File: src/rtl/sw_pkg.sv
package sw_pkg;
  typedef enum logic [3:0] {
    S_IDLE, S_ENTRY, S_LINK, S_QH_RD, S_QH_EVAL,
    S_TD_RD, S_OFFER, S_TD_WB, S_POST, S_QH_WB, S_END
  } walk_state_e;

  typedef enum logic [1:0] {
    V_OK = 2'd0, V_RETRY = 2'd1, V_FATAL = 2'd2, V_RSVD = 2'd3
  } verdict_e;

  localparam int unsigned LNK_TERM  = 0;
  localparam int unsigned LNK_QH    = 1;
  localparam int unsigned LNK_DEPTH = 2;

  function automatic logic [31:0] ptr_addr(input logic [31:0] p);
    return {p[31:4], 4'b0000};
  endfunction
endpackage

File: src/rtl/sw_frame_ctr.sv
module sw_frame_ctr #(
  parameter int unsigned FN_W  = 11,
  parameter int unsigned IDX_W = 10,
  parameter int unsigned AW    = 32
) (
  input  logic            clk_i,
  input  logic            rst_ni,
  input  logic            step_i,
  input  logic [AW-1:0]   base_i,
  output logic [FN_W-1:0] frnum_o,
  output logic [AW-1:0]   entry_addr_o
);
  logic [FN_W-1:0] fn_q;

  always_ff @(posedge clk_i or negedge rst_ni) begin
    if (!rst_ni)     fn_q <= '0;
    else if (step_i) fn_q <= fn_q + 1'b1;
  end

  assign frnum_o      = fn_q;
  assign entry_addr_o = base_i + (AW'(fn_q[IDX_W-1:0]) << 2);

  p_fn_step_r3: assert property (@(posedge clk_i) disable iff (!rst_ni)
    step_i |=> fn_q == FN_W'($past(fn_q) + 1'b1));
  p_fn_hold_r3: assert property (@(posedge clk_i) disable iff (!rst_ni)
    !step_i |=> $stable(fn_q));
endmodule

File: src/rtl/sw_visit_budget.sv
module sw_visit_budget #(
  parameter int unsigned MAX_VISITS = 100
) (
  input  logic clk_i,
  input  logic rst_ni,
  input  logic load_i,
  input  logic dec_i,
  output logic last_o
);
  localparam int unsigned CW = $clog2(MAX_VISITS + 1);
  logic [CW-1:0] cnt_q;

  always_ff @(posedge clk_i or negedge rst_ni) begin
    if (!rst_ni)     cnt_q <= CW'(MAX_VISITS);
    else if (load_i) cnt_q <= CW'(MAX_VISITS);
    else if (dec_i)  cnt_q <= cnt_q - 1'b1;
  end

  assign last_o = (cnt_q == CW'(1));

  p_no_underflow_r10: assert property (@(posedge clk_i) disable iff (!rst_ni)
    dec_i |-> cnt_q > CW'(1));
  p_reload_r10: assert property (@(posedge clk_i) disable iff (!rst_ni)
    load_i |=> cnt_q == CW'(MAX_VISITS));
endmodule

File: src/rtl/sched_walker.sv
module sched_walker
  import sw_pkg::*;
#(
  parameter int unsigned FN_W       = 11,
  parameter int unsigned IDX_W      = 10,
  parameter int unsigned MAX_VISITS = 100,
  parameter int unsigned CAUSE_W    = 2
) (
  input  logic               clk_i,
  input  logic               rst_ni,
  input  logic               run_i,
  input  logic               frame_tick_i,
  input  logic [31:0]        list_base_i,
  output logic               mem_req_o,
  output logic               mem_we_o,
  output logic [31:0]        mem_addr_o,
  output logic [31:0]        mem_wdata_o,
  input  logic               mem_ready_i,
  input  logic               mem_rvalid_i,
  input  logic [31:0]        mem_rdata_i,
  output logic               td_valid_o,
  output logic [31:0]        td_addr_o,
  output logic [31:0]        td_ctrl_o,
  output logic [31:0]        td_token_o,
  output logic [31:0]        td_buf_o,
  input  logic               td_ready_i,
  input  logic [1:0]         td_verdict_i,
  input  logic [31:0]        td_ctrl_i,
  input  logic [CAUSE_W-1:0] td_cause_i,
  output logic               frame_done_o,
  output logic               int_set_o,
  output logic [CAUSE_W-1:0] cause_o,
  output logic [FN_W-1:0]    frnum_o,
  output logic               busy_o
);
  walk_state_e        st_q;
  verdict_e           verd_q;
  logic               run_q, wait_q, in_qh_q, done_q, int_q;
  logic [1:0]         idx_q;
  logic [31:0]        link_q, qh_q, horiz_q, elem_q, td_q, nctrl_q;
  logic [3:0][31:0]   tdw_q;
  logic [CAUSE_W-1:0] cause_q;
  logic [31:0]        entry_addr;
  logic               start, last, dec_c, acc, rd_done;

  assign start   = (st_q == S_IDLE) && run_i && (!run_q || frame_tick_i);
  assign acc     = mem_req_o && mem_ready_i;
  assign rd_done = wait_q && mem_rvalid_i;

  sw_frame_ctr #(.FN_W(FN_W), .IDX_W(IDX_W), .AW(32)) u_fctr (
    .clk_i, .rst_ni, .step_i(st_q == S_END), .base_i(list_base_i),
    .frnum_o, .entry_addr_o(entry_addr));

  sw_visit_budget #(.MAX_VISITS(MAX_VISITS)) u_budget (
    .clk_i, .rst_ni, .load_i(start), .dec_i(dec_c), .last_o(last));

  always_comb begin
    mem_req_o   = 1'b0;
    mem_we_o    = 1'b0;
    mem_addr_o  = '0;
    mem_wdata_o = '0;
    dec_c       = 1'b0;
    unique case (st_q)
      S_ENTRY:   begin mem_req_o = !wait_q; mem_addr_o = entry_addr; end
      S_QH_RD:   begin mem_req_o = !wait_q; mem_addr_o = qh_q + (32'(idx_q) << 2); end
      S_TD_RD:   begin mem_req_o = !wait_q; mem_addr_o = td_q + (32'(idx_q) << 2); end
      S_TD_WB:   begin
        mem_req_o = 1'b1; mem_we_o = 1'b1;
        mem_addr_o = td_q + 32'd4; mem_wdata_o = nctrl_q;
      end
      S_QH_WB:   begin
        mem_req_o = 1'b1; mem_we_o = 1'b1;
        mem_addr_o = qh_q + 32'd4; mem_wdata_o = tdw_q[0];
      end
      S_LINK:    dec_c = !link_q[LNK_TERM] && !last;
      S_QH_EVAL: dec_c = !elem_q[LNK_TERM] && !elem_q[LNK_QH] && !last;
      default:   ;
    endcase
  end

  always_ff @(posedge clk_i or negedge rst_ni) begin
    if (!rst_ni) begin
      st_q <= S_IDLE; verd_q <= V_OK;
      run_q <= 1'b0; wait_q <= 1'b0; in_qh_q <= 1'b0; done_q <= 1'b0; int_q <= 1'b0;
      idx_q <= '0; link_q <= '0; qh_q <= '0; horiz_q <= '0; elem_q <= '0;
      td_q <= '0; nctrl_q <= '0; tdw_q <= '0; cause_q <= '0;
    end else begin
      run_q  <= run_i;
      done_q <= 1'b0;
      int_q  <= 1'b0;
      if (acc && !mem_we_o) wait_q <= 1'b1;
      else if (rd_done)     wait_q <= 1'b0;
      unique case (st_q)
        S_IDLE: if (start) begin st_q <= S_ENTRY; cause_q <= '0; end
        S_ENTRY: if (rd_done) begin link_q <= mem_rdata_i; st_q <= S_LINK; end
        S_LINK: begin
          idx_q <= '0;
          if (link_q[LNK_TERM] || last) st_q <= S_END;
          else if (link_q[LNK_QH]) begin qh_q <= ptr_addr(link_q); st_q <= S_QH_RD; end
          else begin td_q <= ptr_addr(link_q); in_qh_q <= 1'b0; st_q <= S_TD_RD; end
        end
        S_QH_RD: if (rd_done) begin
          if (idx_q == 2'd0) begin horiz_q <= mem_rdata_i; idx_q <= 2'd1; end
          else begin elem_q <= mem_rdata_i; st_q <= S_QH_EVAL; end
        end
        S_QH_EVAL: begin
          idx_q <= '0;
          if (elem_q[LNK_TERM])    begin link_q <= horiz_q; st_q <= S_LINK; end
          else if (elem_q[LNK_QH]) begin link_q <= elem_q;  st_q <= S_LINK; end
          else if (last)           st_q <= S_END;
          else begin td_q <= ptr_addr(elem_q); in_qh_q <= 1'b1; st_q <= S_TD_RD; end
        end
        S_TD_RD: if (rd_done) begin
          tdw_q[idx_q] <= mem_rdata_i;
          idx_q        <= idx_q + 2'd1;
          if (idx_q == 2'd3) st_q <= S_OFFER;
        end
        S_OFFER: if (td_ready_i) begin
          verd_q  <= verdict_e'(td_verdict_i);
          nctrl_q <= td_ctrl_i;
          cause_q <= cause_q | td_cause_i;
          st_q    <= (td_ctrl_i != tdw_q[1]) ? S_TD_WB : S_POST;
        end
        S_TD_WB: if (acc) st_q <= S_POST;
        S_POST: begin
          if (verd_q == V_FATAL) st_q <= S_END;
          else if (in_qh_q && verd_q == V_OK) st_q <= S_QH_WB;
          else begin link_q <= in_qh_q ? horiz_q : tdw_q[0]; st_q <= S_LINK; end
        end
        S_QH_WB: if (acc) begin
          elem_q <= tdw_q[0];
          if (tdw_q[0][LNK_DEPTH]) st_q <= S_QH_EVAL;
          else begin link_q <= horiz_q; st_q <= S_LINK; end
        end
        S_END: begin done_q <= 1'b1; int_q <= |cause_q; st_q <= S_IDLE; end
        default: st_q <= S_IDLE;
      endcase
    end
  end

  assign td_valid_o   = (st_q == S_OFFER);
  assign td_addr_o    = td_q;
  assign td_ctrl_o    = tdw_q[1];
  assign td_token_o   = tdw_q[2];
  assign td_buf_o     = tdw_q[3];
  assign frame_done_o = done_q;
  assign int_set_o    = int_q;
  assign cause_o      = cause_q;
  assign busy_o       = (st_q != S_IDLE);

  p_req_hold_r12: assert property (@(posedge clk_i) disable iff (!rst_ni)
    mem_req_o && !mem_ready_i |=> mem_req_o && $stable(mem_addr_o) && $stable(mem_we_o));
  p_td_hold_r5: assert property (@(posedge clk_i) disable iff (!rst_ni)
    td_valid_o && !td_ready_i |=> td_valid_o && $stable(td_addr_o));
  p_start_run_r2: assert property (@(posedge clk_i) disable iff (!rst_ni)
    $rose(busy_o) |-> $past(run_i));
  p_quiet_idle_r1: assert property (@(posedge clk_i) disable iff (!rst_ni)
    !busy_o |-> !mem_req_o && !td_valid_o);
  p_int_with_done_r11: assert property (@(posedge clk_i) disable iff (!rst_ni)
    int_set_o |-> frame_done_o && (cause_o != '0));
  p_done_idle_r3: assert property (@(posedge clk_i) disable iff (!rst_ni)
    frame_done_o |-> !busy_o && $past(busy_o));
endmodule

File: config.mk
export PLATFORM = sky130hd
export DESIGN_NAME = sched_walker
export DESIGN_NICKNAME = d
export VERILOG_FILES = /design/src/rtl/sw_pkg.sv /design/src/rtl/sw_frame_ctr.sv /design/src/rtl/sw_visit_budget.sv /design/src/rtl/sched_walker.sv
export SDC_FILE = /design/constraint.sdc
export NUM_CORES = 1
export LEC_CHECK = 0
export BUFFER_PORTS_ARGS = -buffer_cell sky130_fd_sc_hd__buf_2
export CAP_MARGIN = 10
export CORE_MARGIN = 8
export CORE_UTILIZATION = 46
export DETAILED_ROUTE_END_ITERATION = 10
export HOLD_SLACK_MARGIN = 0.02
export PLACE_DENSITY = 0.77
export SKIP_LAST_GASP = 1
export SLEW_MARGIN = 20
export SYNTH_ARGS = -nofsm -noshare
export SYNTH_HDL_FRONTEND = slang
export SYNTH_SLANG_ARGS = --single-unit
File: constraint.sdc
create_clock -name clk_i -period 3.2 [get_ports clk_i]
set_input_delay 0.16 -clock clk_i [delete_from_list [all_inputs] [get_ports clk_i]]
set_output_delay 0.16 -clock clk_i [all_outputs]
set_load 0.05 [all_outputs]
==> summary.txt, run 1 <==
Synth
  • Synth Area in Adders: 1.37%
  • Synth Area in XOR/XNOR: 3.91%
  • Post-synth EDFFs: 0
  • Seq cells post-synth: 339
  • Biggest area consumer among synthesized cells: dfrtp_1
  • Post-synthesis mux area share: 18.0%
  • Post-synth top area share: 49.3%
  • FFs w/ async S/R, synth: 100%
  • Synth Area in Compound Gates: 9.55%
  • Synth area leaders: dfrtp_1, mux2_2, buf_4
  • Avg Inst Size Synth: 11.0 um^2
  • Mapped Area: 17000 um^2
  • Largest family of logic cells by synthesized area: multiplexers
  • Synth Instances: 1546
  • Simple-Gate Fraction of Synth Area: 10.1%
  • Synth unique cells: 65
  • Synth Warn #: 0
  • Synth Flop Type: dfrtp_1
  • Seq/Total Area, Yosys: 49.8%

Power and ir drop
  • Worst vdd ir: 551 uV
  • Pwr Density: 1030 nW/um^2
  • Total Power: 0.0212 W
  • Leakage: 10.1 nW

Die
  • Starting Density: 46.7%
  • Die area: 43500 um^2
  • Die W: 208 um
  • Core Area: 36500 um^2
  • I/O pin count: 318
  • Num rows: 70
  • Die height: 208 um

CTS
  • CTS Sinks: 339
  • Bufs on Longest Clock Path: 3
  • CTS buffer count: 38
  • CTS tree: built
  • H-tree depth: 2
  • CTS root buf: clkbuf_16
  • CTS clock-pin slew for the worst setup and hold paths: 0.06 ns
  • Clk Latency, worst-skew pair: 0.53 ns

Timing
  • FMAX: 0.320 GHz
  • Fin. Hold Viols: 0
  • Fin crit period: 3.12 ns
  • Slew Limit Fails: 0
  • Slew margin rel.: 45.7%
  • Final period util: 97.5%
  • Clk_skew: 0.0206 ns
  • Final worst slack: 0.0790 ns
  • Final hold slack: 0.179 ns
  • Worst slew pin tran: 0.814 ns
  • RSZ-0062 raised after global routing: true
  • Endpoints failing setup: 0

Worst setup path
  • CP cell instances: ha_4, inv_2, fa_2, nand2b_4, a21oi_4, o2111ai_4, buf_4, a211oi_1, xnor2_1, o21ai_1, buf_4
  • Crit. End Element: primary output
  • CP max FO: 5
  • Cell repeated most along the worst path: buf_4
  • Crit path max-delay family: compound AO/OA/AOI/OAI gates
  • Slowest cell on crit path: fa_2
  • Worst EP arrival: 2.96 ns
  • Startpoint type of the worst setup path: register
  • Buf/Inv on CP: 3
  • Reg-to-Reg Start: st_q[3]
  • R2R depth: 7
  • CP Data Required Time: 3.04 ns
  • Worst Path Class, Setup: register to primary output
  • Setup crit start: u_fctr.frnum_o[0]
  • Stages on worst setup path: 11
  • Max stage delay on crit path: 0.39 ns

Drt
  • Top Layer Used: met5
  • DRT met1 WL: 22.9 mm
  • Initial DRC count: 1046
  • Routed WL: 52.5 mm
  • DR DRC count: 0
  • Pre-Repair DR Iteration Count: 8
  • WL met2: 23.8 mm
  • Metal3 WL: 4.11 mm
  • Post-route ant nets: 0
  • DR WL/cell: 22.5 um
  • Vias: 13100
  • Vias/cell: 5.63

Run status
  • Status: finished, final reports clean

Global routing
  • Vias in the first global route: 13800
  • GRT Util Overall: 23.6%
  • First-pass GRT wire length: 81.7 mm
  • Antenna violations before repair: 2
  • Largest net degree at the start of global routing: 97
  • Gr ovfl total: 0

Finish
  • Area grow syn2layout: 21.3%
  • Layout cells sized above 1: 37.8%
  • Fin nets: 1962
  • Utilization after layout: 56.6%
  • Final std cells w/o fill: 2335

Placed design
  • # placed instances: 2185
  • DPL Wire Length: 37.3 mm
  • Place WS: 0.204 ns
  • Gpl congestion: 0.910
  • IO Port Bufs: 313

Run
  • Number of max-cap violations: 0

Worst hold path
  • HP Class: input port to register
  • Worst Hold Launch: frame_tick_i
  • WHS Path Cells: 5
[registers in the layout, summed over array words and instances (netlist names)]
signal,count
cause_o,2
idx_q,2
elem_q,30
td_ctrl_o,32
frame_done_o,1
td_buf_o,32
u_fctr.frnum_o,11
st_q,4
qh_q,28
nctrl_q,32
link_q,30
verd_q,2
wait_q,1
tdw_q,32
td_token_o,32
run_q,1
int_set_o,1
in_qh_q,1
horiz_q,30
td_addr_o,28
u_budget.cnt_q,7
[cells in the mapped netlist (all sizes together), types with 4 or more instances]
cell type and instances:
a2111oi 8, a211oi 8, a21o 4, a21oi 60
a222oi 30, a22oi 26, a31oi 33, and2 7
buf 143, clkbuf 40, dfrtp 336, ha 17
inv 26, mux2 245, mux2i 31, nand2 209
nand2b 10, nand3 16, nand4 10, nor2 92
nor3 9, nor4 12, o21ai 52, xnor2 32
xor2 44
[report_power, final]
group	internal, W	switching [W]	total [W]
clock network	0.00262	0.00177	0.00439
registers	0.00600	0.00141	0.00741
logic	0.00312	0.00631	0.00942
[what timing repair did]
item                                    CTS  global route
endpoints found under the setup margin   10            18
cloned                                    0             0
pin swaps                                 3             6
resized for setup                        14            22
hold endpoints to repair                292             0
setup buffers                             2             3
hold buffers                             75             0
[cell usage in the layout (no fill, tap or decap), types with 8 or more instances in the layout]
cell / Yosys / layout
dfrtp_1: 336 / 333
buf_2: 36 / 302
mux2_2: 245 / 245
nand2_1: 205 / 205
nor2_1: 90 / 86
dlygate4sd3_1: 0 / 75
a21oi_1: 60 / 59
xor2_1: 44 / 44
buf_4: 104 / 40
clkbuf_16: 0 / 39
a31oi_1: 33 / 33
xnor2_1: 32 / 32
mux2i_1: 31 / 31
a222oi_1: 30 / 30
o21ai_0: 47 / 29
a22oi_1: 26 / 26
inv_1: 26 / 25
o21ai_1: 5 / 19
nand3_1: 16 / 16
ha_1: 17 / 13
nor4_1: 12 / 11
nand4_1: 10 / 10
clkbuf_1: 40 / 10
nand2b_1: 10 / 9
a211oi_1: 8 / 8
clkinv_2: 0 / 8
[per-layer routing]
| layer | vias up | GRT usage (%) |
|---|---|---|
| li1 | 5949 | - |
| met1 | 6544 | 31.7 |
| met2 | 544 | 36.5 |
| met3 | 101 | 6.09 |
| met4 | 4 | 8.35 |
| met5 | - | 0 |
[cell type report]
| type | instances | area [um^2] |
|---|---|---|
| clock inverter | 15 | 179 |
| clock buffer | 54 | 1080 |
| fill | 2998 | 15900 |
| timing repair buffer | 431 | 2750 |
| tap | 468 | 586 |
| multi-input combinational | 1001 | 7490 |
| sequential | 339 | 8490 |
| inverter | 26 | 97.6 |
| antenna | 1 | 2.50 |
[metrics by stage]
stage / cell area, um^2 / setup TNS, ns
detailed placement: 18500 / 0
CTS: 20500 / 0
finish: 20700 / 0
floorplan: 17100 / -0.164
global route: 20700 / -0.148
global placement: 18500 / 0
[worst min-delay path: cells and delay by family]
kind                   cells  cell delay (ns)
AO/OA/AOI/OAI              1             0.18
AND/OR/NAND/NOR            2             0.22
buffers and inverters      2             0.14
[cells by family after synthesis]
group                      after synthesis
DFF                                    339
and+or+nand+nor                        387
adders and majority gates               18
xor gates and xnor gates                76
other                                    1
muxes                                  276
AOI/OAI and AO/OA                      240
buffers and inverters                  209
[final timing paths]
kind / endpoint / slack, ns
min reg2reg: u_fctr.frnum_o[10] / 0.46
max: mem_addr_o[20] / 0.08
min in group asynchronous: td_buf_o[28] / 0.24
max reg2reg: link_q[17] / 0.58
min: u_budget.cnt_q[6] / 0.18
max in group asynchronous: td_addr_o[18] / 1.95
(Power assumes the default switching activity.)
==> inputs of run 2 (changes only) <==
--- a/config.mk
+++ b/config.mk
@@ -12,7 +12,6 @@
 export DETAILED_ROUTE_END_ITERATION = 10
 export HOLD_SLACK_MARGIN = 0.02
 export PLACE_DENSITY = 0.77
-export SKIP_LAST_GASP = 1
 export SLEW_MARGIN = 20
 export SYNTH_ARGS = -nofsm -noshare
 export SYNTH_HDL_FRONTEND = slang
==> constraint.sdc (replaced) <==
create_clock -name clk_i -period 3.2 [get_ports clk_i]
set_input_delay 0.16 -clock clk_i [delete_from_list [all_inputs] [get_ports clk_i]]
set_output_delay 0.16 -clock clk_i [all_outputs]
set_load 0.01 [all_outputs]
==> run 2 against run 1 <==
Effect of this change: non-clock buffer count fell by 1; first-iteration DRC count grew 9.3%; sequential share of layout area about the same; clock power up 4.6%; die area did not move; critical path depth fell by 1; final cell count unchanged; global-route usage rose by 0.47 points; total power decreased by 12%; critical path type unchanged.
==> summary.txt, run 2 (synthesis gave the netlist of run 1 again) <==
Timing
  • Endpoints failing setup: 0 (unchanged)
  • Clk_skew: 0.0124 ns (was 0.0206 ns)
  • Worst slew pin tran: 0.738 ns (was 0.814 ns)
  • Fin. Hold Viols: 0 (unchanged)
  • Fin crit period: 3.11 ns (was 3.12 ns)
  • RSZ-0062 raised after global routing: true (unchanged)
  • Slew Limit Fails: 0 (unchanged)
  • Slew margin rel.: 50.8% (was 45.7%)
  • FMAX: 0.322 GHz (was 0.320 GHz)
  • Final period util: 97.1% (was 97.5%)
  • Setup TNS: 0 ns (unchanged)

Placed design
  • Gpl congestion: 0.922 (was 0.910)
  • IO Port Bufs: 313 (unchanged)
  • DPL Wire Length: 38.1 mm (was 37.3 mm)

Die
  • Die height: 208 um (unchanged)
  • Die area: 43500 um^2 (unchanged)
  • Die W: 208 um (unchanged)
  • Core Area: 36500 um^2 (unchanged)
  • Starting Density: 46.7% (unchanged)
  • Num rows: 70 (unchanged)
  • I/O pin count: 318 (unchanged)

Drt
  • Vias/cell: 5.67 (was 5.63)
  • Pre-Repair DR Iteration Count: 6 (was 8)
  • Routed WL: 53.7 mm (was 52.5 mm)
  • Post-route ant nets: 0 (unchanged)
  • Vias: 13200 (was 13100)
  • DR DRC count: 0 (unchanged)
  • DR WL/cell: 23.0 um (was 22.5 um)
  • Initial DRC count: 1143 (was 1046)

Worst setup path
  • Worst EP arrival: 2.95 ns (was 2.96 ns)
  • CP Data Required Time: 3.04 ns (about the same)
  • Startpoint type of the worst setup path: register (unchanged)
  • CP max FO: 5 (unchanged)
  • Worst Path Class, Setup: register to primary output (unchanged)
  • Crit. End Element: primary output (unchanged)

Power and ir drop
  • Total Power: 0.0188 W (was 0.0212 W)
  • Pwr Density: 907 nW/um^2 (was 1030 nW/um^2)
  • Worst vdd ir: 502 uV (was 551 uV)
  • Leakage: 10.1 nW (about the same)

Finish
  • Area grow syn2layout: 21.4% (was 21.3%)
  • Commonest non-fill, non-tap cells in the layout: dfrtp_1, buf_2, mux2_2 (unchanged)
  • Multi-input gate area in the final layout: 7460 um^2 (was 7490 um^2)
  • Commonest non-fill, non-tap cell in the layout: dfrtp_1 (unchanged)
  • # fillers: 2991 (was 2998)
  • Fin nets: 1961 (was 1962)
  • Layout cells sized above 1: 37.7% (was 37.8%)
  • Register Area: 8490 um^2 (about the same)

Global routing
  • GRT Util Overall: 24.1% (was 23.6%)
  • First-pass GRT wire length: 82.7 mm (was 81.7 mm)
  • Largest net degree at the start of global routing: 103 (was 97)
  • Vias in the first global route: 13700 (was 13800)
  • Gr ovfl total: 0 (unchanged)
  • Antenna violations before repair: 3 (was 2)

CTS
  • CTS buffer count: 38 (unchanged)
  • CTS Sinks: 339 (unchanged)
  • H-tree depth: 2 (unchanged)
  • CTS root buf: clkbuf_16 (unchanged)
  • Bufs on Longest Clock Path: 3 (unchanged)
  • CTS tree: built (unchanged)
  • CTS clock-pin slew for the worst setup and hold paths: 0.06 ns (about the same)
  • Clk Latency, worst-skew pair: 0.55 ns (was 0.53 ns)

Worst hold path
  • HP Class: input port to register (unchanged)

Run
  • Number of max-cap violations: 0 (unchanged)

Run status
  • Status: finished, final reports clean (unchanged)
run 2: cell count changes in the layout (fill, tap and decap cells not counted), sizes merged:
cell    delta
clkbuf     -5
bufinv     +1
diode      +2
clkinv     -3
buf        +5
run 2: final cells by class:
cell class / count / share of cell area [%]
Clock buffer: 55 / 5.44
Antenna cell: 3 / 0.0363
Inverter: 26 / 0.472
Sequential cell: 339 / 41.0
Multi-Input combinational cell: 1001 / 36.1
Tap cell: 468 / 2.83
Timing Repair Buffer: 430 / 13.2
Clock inverter: 13 / 0.974
run 2: final timing paths:
kind,from,end,slack (ns),cells past startpoint
worst max-delay path,u_fctr.frnum_o[0],mem_addr_o[26],0.09,10
worst min-delay path,frame_tick_i,u_budget.cnt_q[5],0.15,5
worst max register to register,st_q[2],wait_q,0.39,8
worst min register to register,u_fctr.frnum_o[10],u_fctr.frnum_o[10],0.46,1
max in group asynchronous,rst_ni,qh_q[16],2.00,3
min in group asynchronous,rst_ni,td_ctrl_o[26],0.18,2
run 2: critical path, stage by stage (launching register included):
cell       delay [ns]
dfrtp_1          0.35
ha_2             0.19
inv_2            0.04
fa_2             0.34
nand2b_4         0.16
a21oi_4          0.16
o2111ai_4        0.25
a2111oi_4        0.42
mux2i_1          0.23
o21ai_1          0.08
buf_2            0.15
run 2: metrics by stage:
step | area, um^2 | setup WS (ns) | hold WS, ns | utilization [%] | std cells
after floorplan | 17100 | 0.444 | -0.136 | - | 1549
after global placement | 18500 | 0.467 | 0.185 | 50.5 | 2184
after detailed placement | 18500 | 0.340 | 0.191 | 50.5 | 2184
after CTS | 20600 | 0.0574 | 0.131 | 56.4 | 2328
after global routing | 20700 | -0.0172 | 0.188 | 56.6 | 2335
final | 20700 | 0.0930 | 0.149 | 56.6 | 2335
run 2: what timing repair did:
item / 4_1_cts / 5_1_grt
pin swaps: 3 / 6
endpoints found under the hold margin: 287 / 0
setup endpoints to repair: 10 / 14
resized for setup: 13 / 14
hold buffers: 75 / 0
setup buffers: 1 / 4
run 2: power by group:
part | total [W] | internal, W | switching [W]
combinational | 0.00671 | 0.00304 | 0.00367
sequential | 0.00746 | 0.00599 | 0.00147
clock | 0.00459 | 0.00278 | 0.00181
total | 0.0188 | 0.0118 | 0.00694
run 2: layer usage:
metal	up-vias	share of wire [%]	GRT usage, %
met5	-	0	0
met4	0	3.1	8.54
met3	95	8.0	5.94
met2	557	46	37.7
met1	6647	43	32.1
li1	5929	-	-
==> inputs of run 3 (changes only) <==
--- a/config.mk
+++ b/config.mk
@@ -5,13 +5,13 @@
 export SDC_FILE = /design/constraint.sdc
 export NUM_CORES = 1
 export LEC_CHECK = 0
-export BUFFER_PORTS_ARGS = -buffer_cell sky130_fd_sc_hd__buf_2
 export CAP_MARGIN = 10
 export CORE_MARGIN = 8
 export CORE_UTILIZATION = 46
 export DETAILED_ROUTE_END_ITERATION = 10
+export DONT_BUFFER_PORTS = 1
 export HOLD_SLACK_MARGIN = 0.02
-export PLACE_DENSITY = 0.77
+export PLACE_DENSITY = 0.7
 export SLEW_MARGIN = 20
 export SYNTH_ARGS = -nofsm -noshare
 export SYNTH_HDL_FRONTEND = slang
==> run 3 against run 2 <==
Effect of this change: the flow now finishes with violations (negative hold slack); hold slack got worse by 0.83 ns; combinational power fell by 19%; clock skew rose by 0.0021 ns; non-clock buffer count fell by 304; register-to-register slack improved by 0.06 ns; clock-buffer cell count fell by 7; wire length fell by 4.8%; setup slack improved by 0.0069 ns; critical path type unchanged; largest cell class unchanged.
==> summary.txt, run 3 (synthesis gave the netlist of run 1 again) <==
Run status
  • Status: finished with violations (was finished, final reports clean)
  • Failing checks: negative hold slack

Die
  • Die height: 208 um (unchanged)
  • Die area: 43500 um^2 (unchanged)
  • Core Area: 36500 um^2 (unchanged)
  • Num rows: 70 (unchanged)
  • Starting Density: 46.7% (unchanged)
  • Die W: 208 um (unchanged)
  • I/O pin count: 318 (unchanged)

Finish
  • Register Area: 8490 um^2 (about the same)
  • Utilization after layout: 52.3% (was 56.6%)
  • Commonest non-fill, non-tap cells in the layout: dfrtp_1, mux2_2, nand2_1 (was dfrtp_1, buf_2, mux2_2)
  • # fillers: 3110 (was 2991)
  • Multi-input gate area in the final layout: 7450 um^2 (was 7460 um^2)
  • Final std cells w/o fill: 2031 (was 2335)
  • Fin nets: 1657 (was 1961)
  • Layout cells sized above 1: 26.1% (was 37.7%)
  • Area grow syn2layout: 12.0% (was 21.4%)
  • Commonest non-fill, non-tap cell in the layout: dfrtp_1 (unchanged)

Global routing
  • GR Util met2: 34.5% (was 37.7%)
  • Vias in the first global route: 12400 (was 13700)
  • Gr ovfl total: 0 (unchanged)
  • Antenna violations before repair: 6 (was 3)
  • First-pass GRT wire length: 78.5 mm (was 82.7 mm)
  • GRT Util Overall: 23.1% (was 24.1%)
  • Largest net degree at the start of global routing: 340 (was 103)
  • Top Usage Layer GRT: met2 (unchanged)
  • Met3 Track Usage GR: 7.41% (was 5.94%)
  • Global Route met1 Usage: 31.2% (was 32.1%)

Power and ir drop
  • P_int: 0.0113 W (was 0.0118 W)
  • Clock power frac: 25.8% (was 24.5%)
  • Switching share of power: 36.9% (was 37.0%)
  • Combinational fraction of design power: 30.2% (was 35.8%)
  • Worst vdd ir: 492 uV (was 502 uV)
  • Sequential cell fraction of total power: 43.9% (was 39.8%)
  • Pwr Density: 939 nW/um^2 (was 907 nW/um^2)
  • Leakage: 8.69 nW (was 10.1 nW)
  • Switch Pwr: 0.00662 W (was 0.00694 W)

Worst setup path
  • Max stage delay on crit path: 0.41 ns (was 0.42 ns)
  • Buf/Inv on CP: 2 (unchanged)
  • Worst EP arrival: 2.94 ns (was 2.95 ns)
  • CP Data Required Time: 3.04 ns (about the same)
  • Crit path max-delay family: compound AO/OA/AOI/OAI gates (unchanged)
  • Slowest cell on crit path: a2111oi_4 (unchanged)
  • CP max FO: 5 (unchanged)
  • Worst Path Class, Setup: register to primary output (unchanged)
  • R2R depth: 7 (was 8)
  • CP cell instances: ha_2, inv_2, fa_2, nand2b_4, a21oi_4, o2111ai_4, a2111oi_4, mux2i_1, o21ai_1, buf_4 (was ha_2, inv_2, fa_2, nand2b_4, a21oi_4, o2111ai_4, a2111oi_4, mux2i_1, o21ai_1, buf_2)
  • Startpoint type of the worst setup path: register (unchanged)
  • Crit. End Element: primary output (unchanged)
  • Stages on worst setup path: 10 (unchanged)

Timing
  • RSZ-0062 raised after global routing: true (unchanged)
  • Slew Limit Fails: 0 (unchanged)
  • Final hold slack: -0.678 ns (was 0.149 ns)
  • Endpoints failing setup: 0 (unchanged)
  • FMAX: 0.323 GHz (was 0.322 GHz)
  • Worst slew pin tran: 0.733 ns (was 0.738 ns)
  • Fin. Hold Viols: 339 (was 0)
  • Clk_skew: 0.0145 ns (was 0.0124 ns)
  • Final period util: 96.9% (was 97.1%)
  • Slew margin rel.: 51.1% (was 50.8%)
  • Fin crit period: 3.10 ns (was 3.11 ns)

CTS
  • CTS root buf: clkbuf_16 (unchanged)
  • H-tree depth: 2 (unchanged)
  • Clk Latency, worst-skew pair: 0.55 ns (about the same)
  • Post-CTS Hold Buffers: 72 (was 75)
  • CTS buffer count: 38 (unchanged)
  • Bufs on Longest Clock Path: 3 (unchanged)
  • CTS clock-pin slew for the worst setup and hold paths: 0.06 ns (about the same)
  • CTS Sinks: 339 (unchanged)
  • CTS tree: built (unchanged)

Drt
  • Post-route ant nets: 0 (unchanged)
  • DR DRC count: 0 (unchanged)
  • Pre-Repair DR Iteration Count: 6 (unchanged)
  • Vias: 12100 (was 13200)
  • Vias/cell: 5.95 (was 5.67)
  • Initial DRC count: 1254 (was 1143)
  • Routed WL: 51.2 mm (was 53.7 mm)
  • DR WL/cell: 25.2 um (was 23.0 um)

Worst hold path
  • HP Class: input port to asynchronous set/reset pin (was input port to register)

Placed design
  • # placed instances: 1885 (was 2184)
  • DPL Wire Length: 35.7 mm (was 38.1 mm)
  • Gpl congestion: 0.852 (was 0.922)
  • IO Port Bufs: 0 (was 313)

Run
  • Number of max-cap violations: 0 (unchanged)
[run 3: changes by cell type in the layout (fill, tap and decap cells not counted), moves of 2 or more]
| cell | delta |
|---|---|
| clkbuf_1 | -3 |
| buf_2 | -312 |
| ha_4 | +2 |
| clkbuf_8 | -4 |
| clkinv_2 | +4 |
| a2111oi_2 | +3 |
| buf_12 | -6 |
| dlygate4sd3_1 | -3 |
| buf_4 | +18 |
| a2111oi_4 | -3 |
| inv_6 | +2 |
[run 3: through the flow]
| step | total power, W | setup TNS [ns] | worst slack (ns) | area [um^2] |
|---|---|---|---|---|
| final | 0.0179 | 0 | 0.0998 | 19100 |
| after global routing | 0.0190 | -0.141 | -0.0476 | 19100 |
| after CTS | 0.0180 | 0 | 0.0118 | 19000 |
| after detailed placement | 0.0132 | 0 | 0.385 | 16900 |
| after global placement | 0.0129 | 0 | 0.453 | 16900 |
| after floorplan | 0.0110 | 0 | 0.444 | 17100 |
[run 3: power by group through the flow]
stage | clock [W] | sequential (W) | combinational [W]
finish | 0.00464 | 0.00788 | 0.00542
floorplan | 0 | 0.00682 | 0.00419
detailed placement | 0 | 0.00791 | 0.00526
CTS | 0.00475 | 0.00784 | 0.00544
global route | 0.00491 | 0.00810 | 0.00596
global placement | 0 | 0.00783 | 0.00511
[run 3: final cells by class]
type	instances	area share, %
diodes	2	0.0262
clock buffers	48	5.54
clock inverters	21	1.46
inverters	26	0.511
multi-input cells	1001	39.0
flip-flops and latches	339	44.4
well taps	468	3.07
repair buffers	126	5.92
[run 3: final timing paths]
path / start / endpoint / slack [ns]
worst max-delay path: u_fctr.frnum_o[0] / mem_addr_o[26] / 0.1
worst min-delay path: rst_ni / td_token_o[30] / -0.68
worst max register to register: st_q[2] / link_q[19] / 0.45
worst min register to register: tdw_q[1] / tdw_q[1] / 0.50
max in group asynchronous: rst_ni / td_token_o[13] / 3.28
min in group clk_i: frame_tick_i / u_budget.cnt_q[5] / 0.06
[run 3: per-layer routing]
layer / vias to the layer above / wire length (um)
met2: 567 / 22500
met4: 8 / 1480
met5: - / 38
met3: 85 / 5220
li1: 5341 / -
met1: 6086 / 21900
[run 3: timing repair]
action                     4_1_cts  5_1_grt
setup endpoints to repair        6       15
buffers inserted                 1        2
gates cloned                     0        0
resized for setup               11       15
hold endpoints to repair       596      339
pin swaps                        3        3
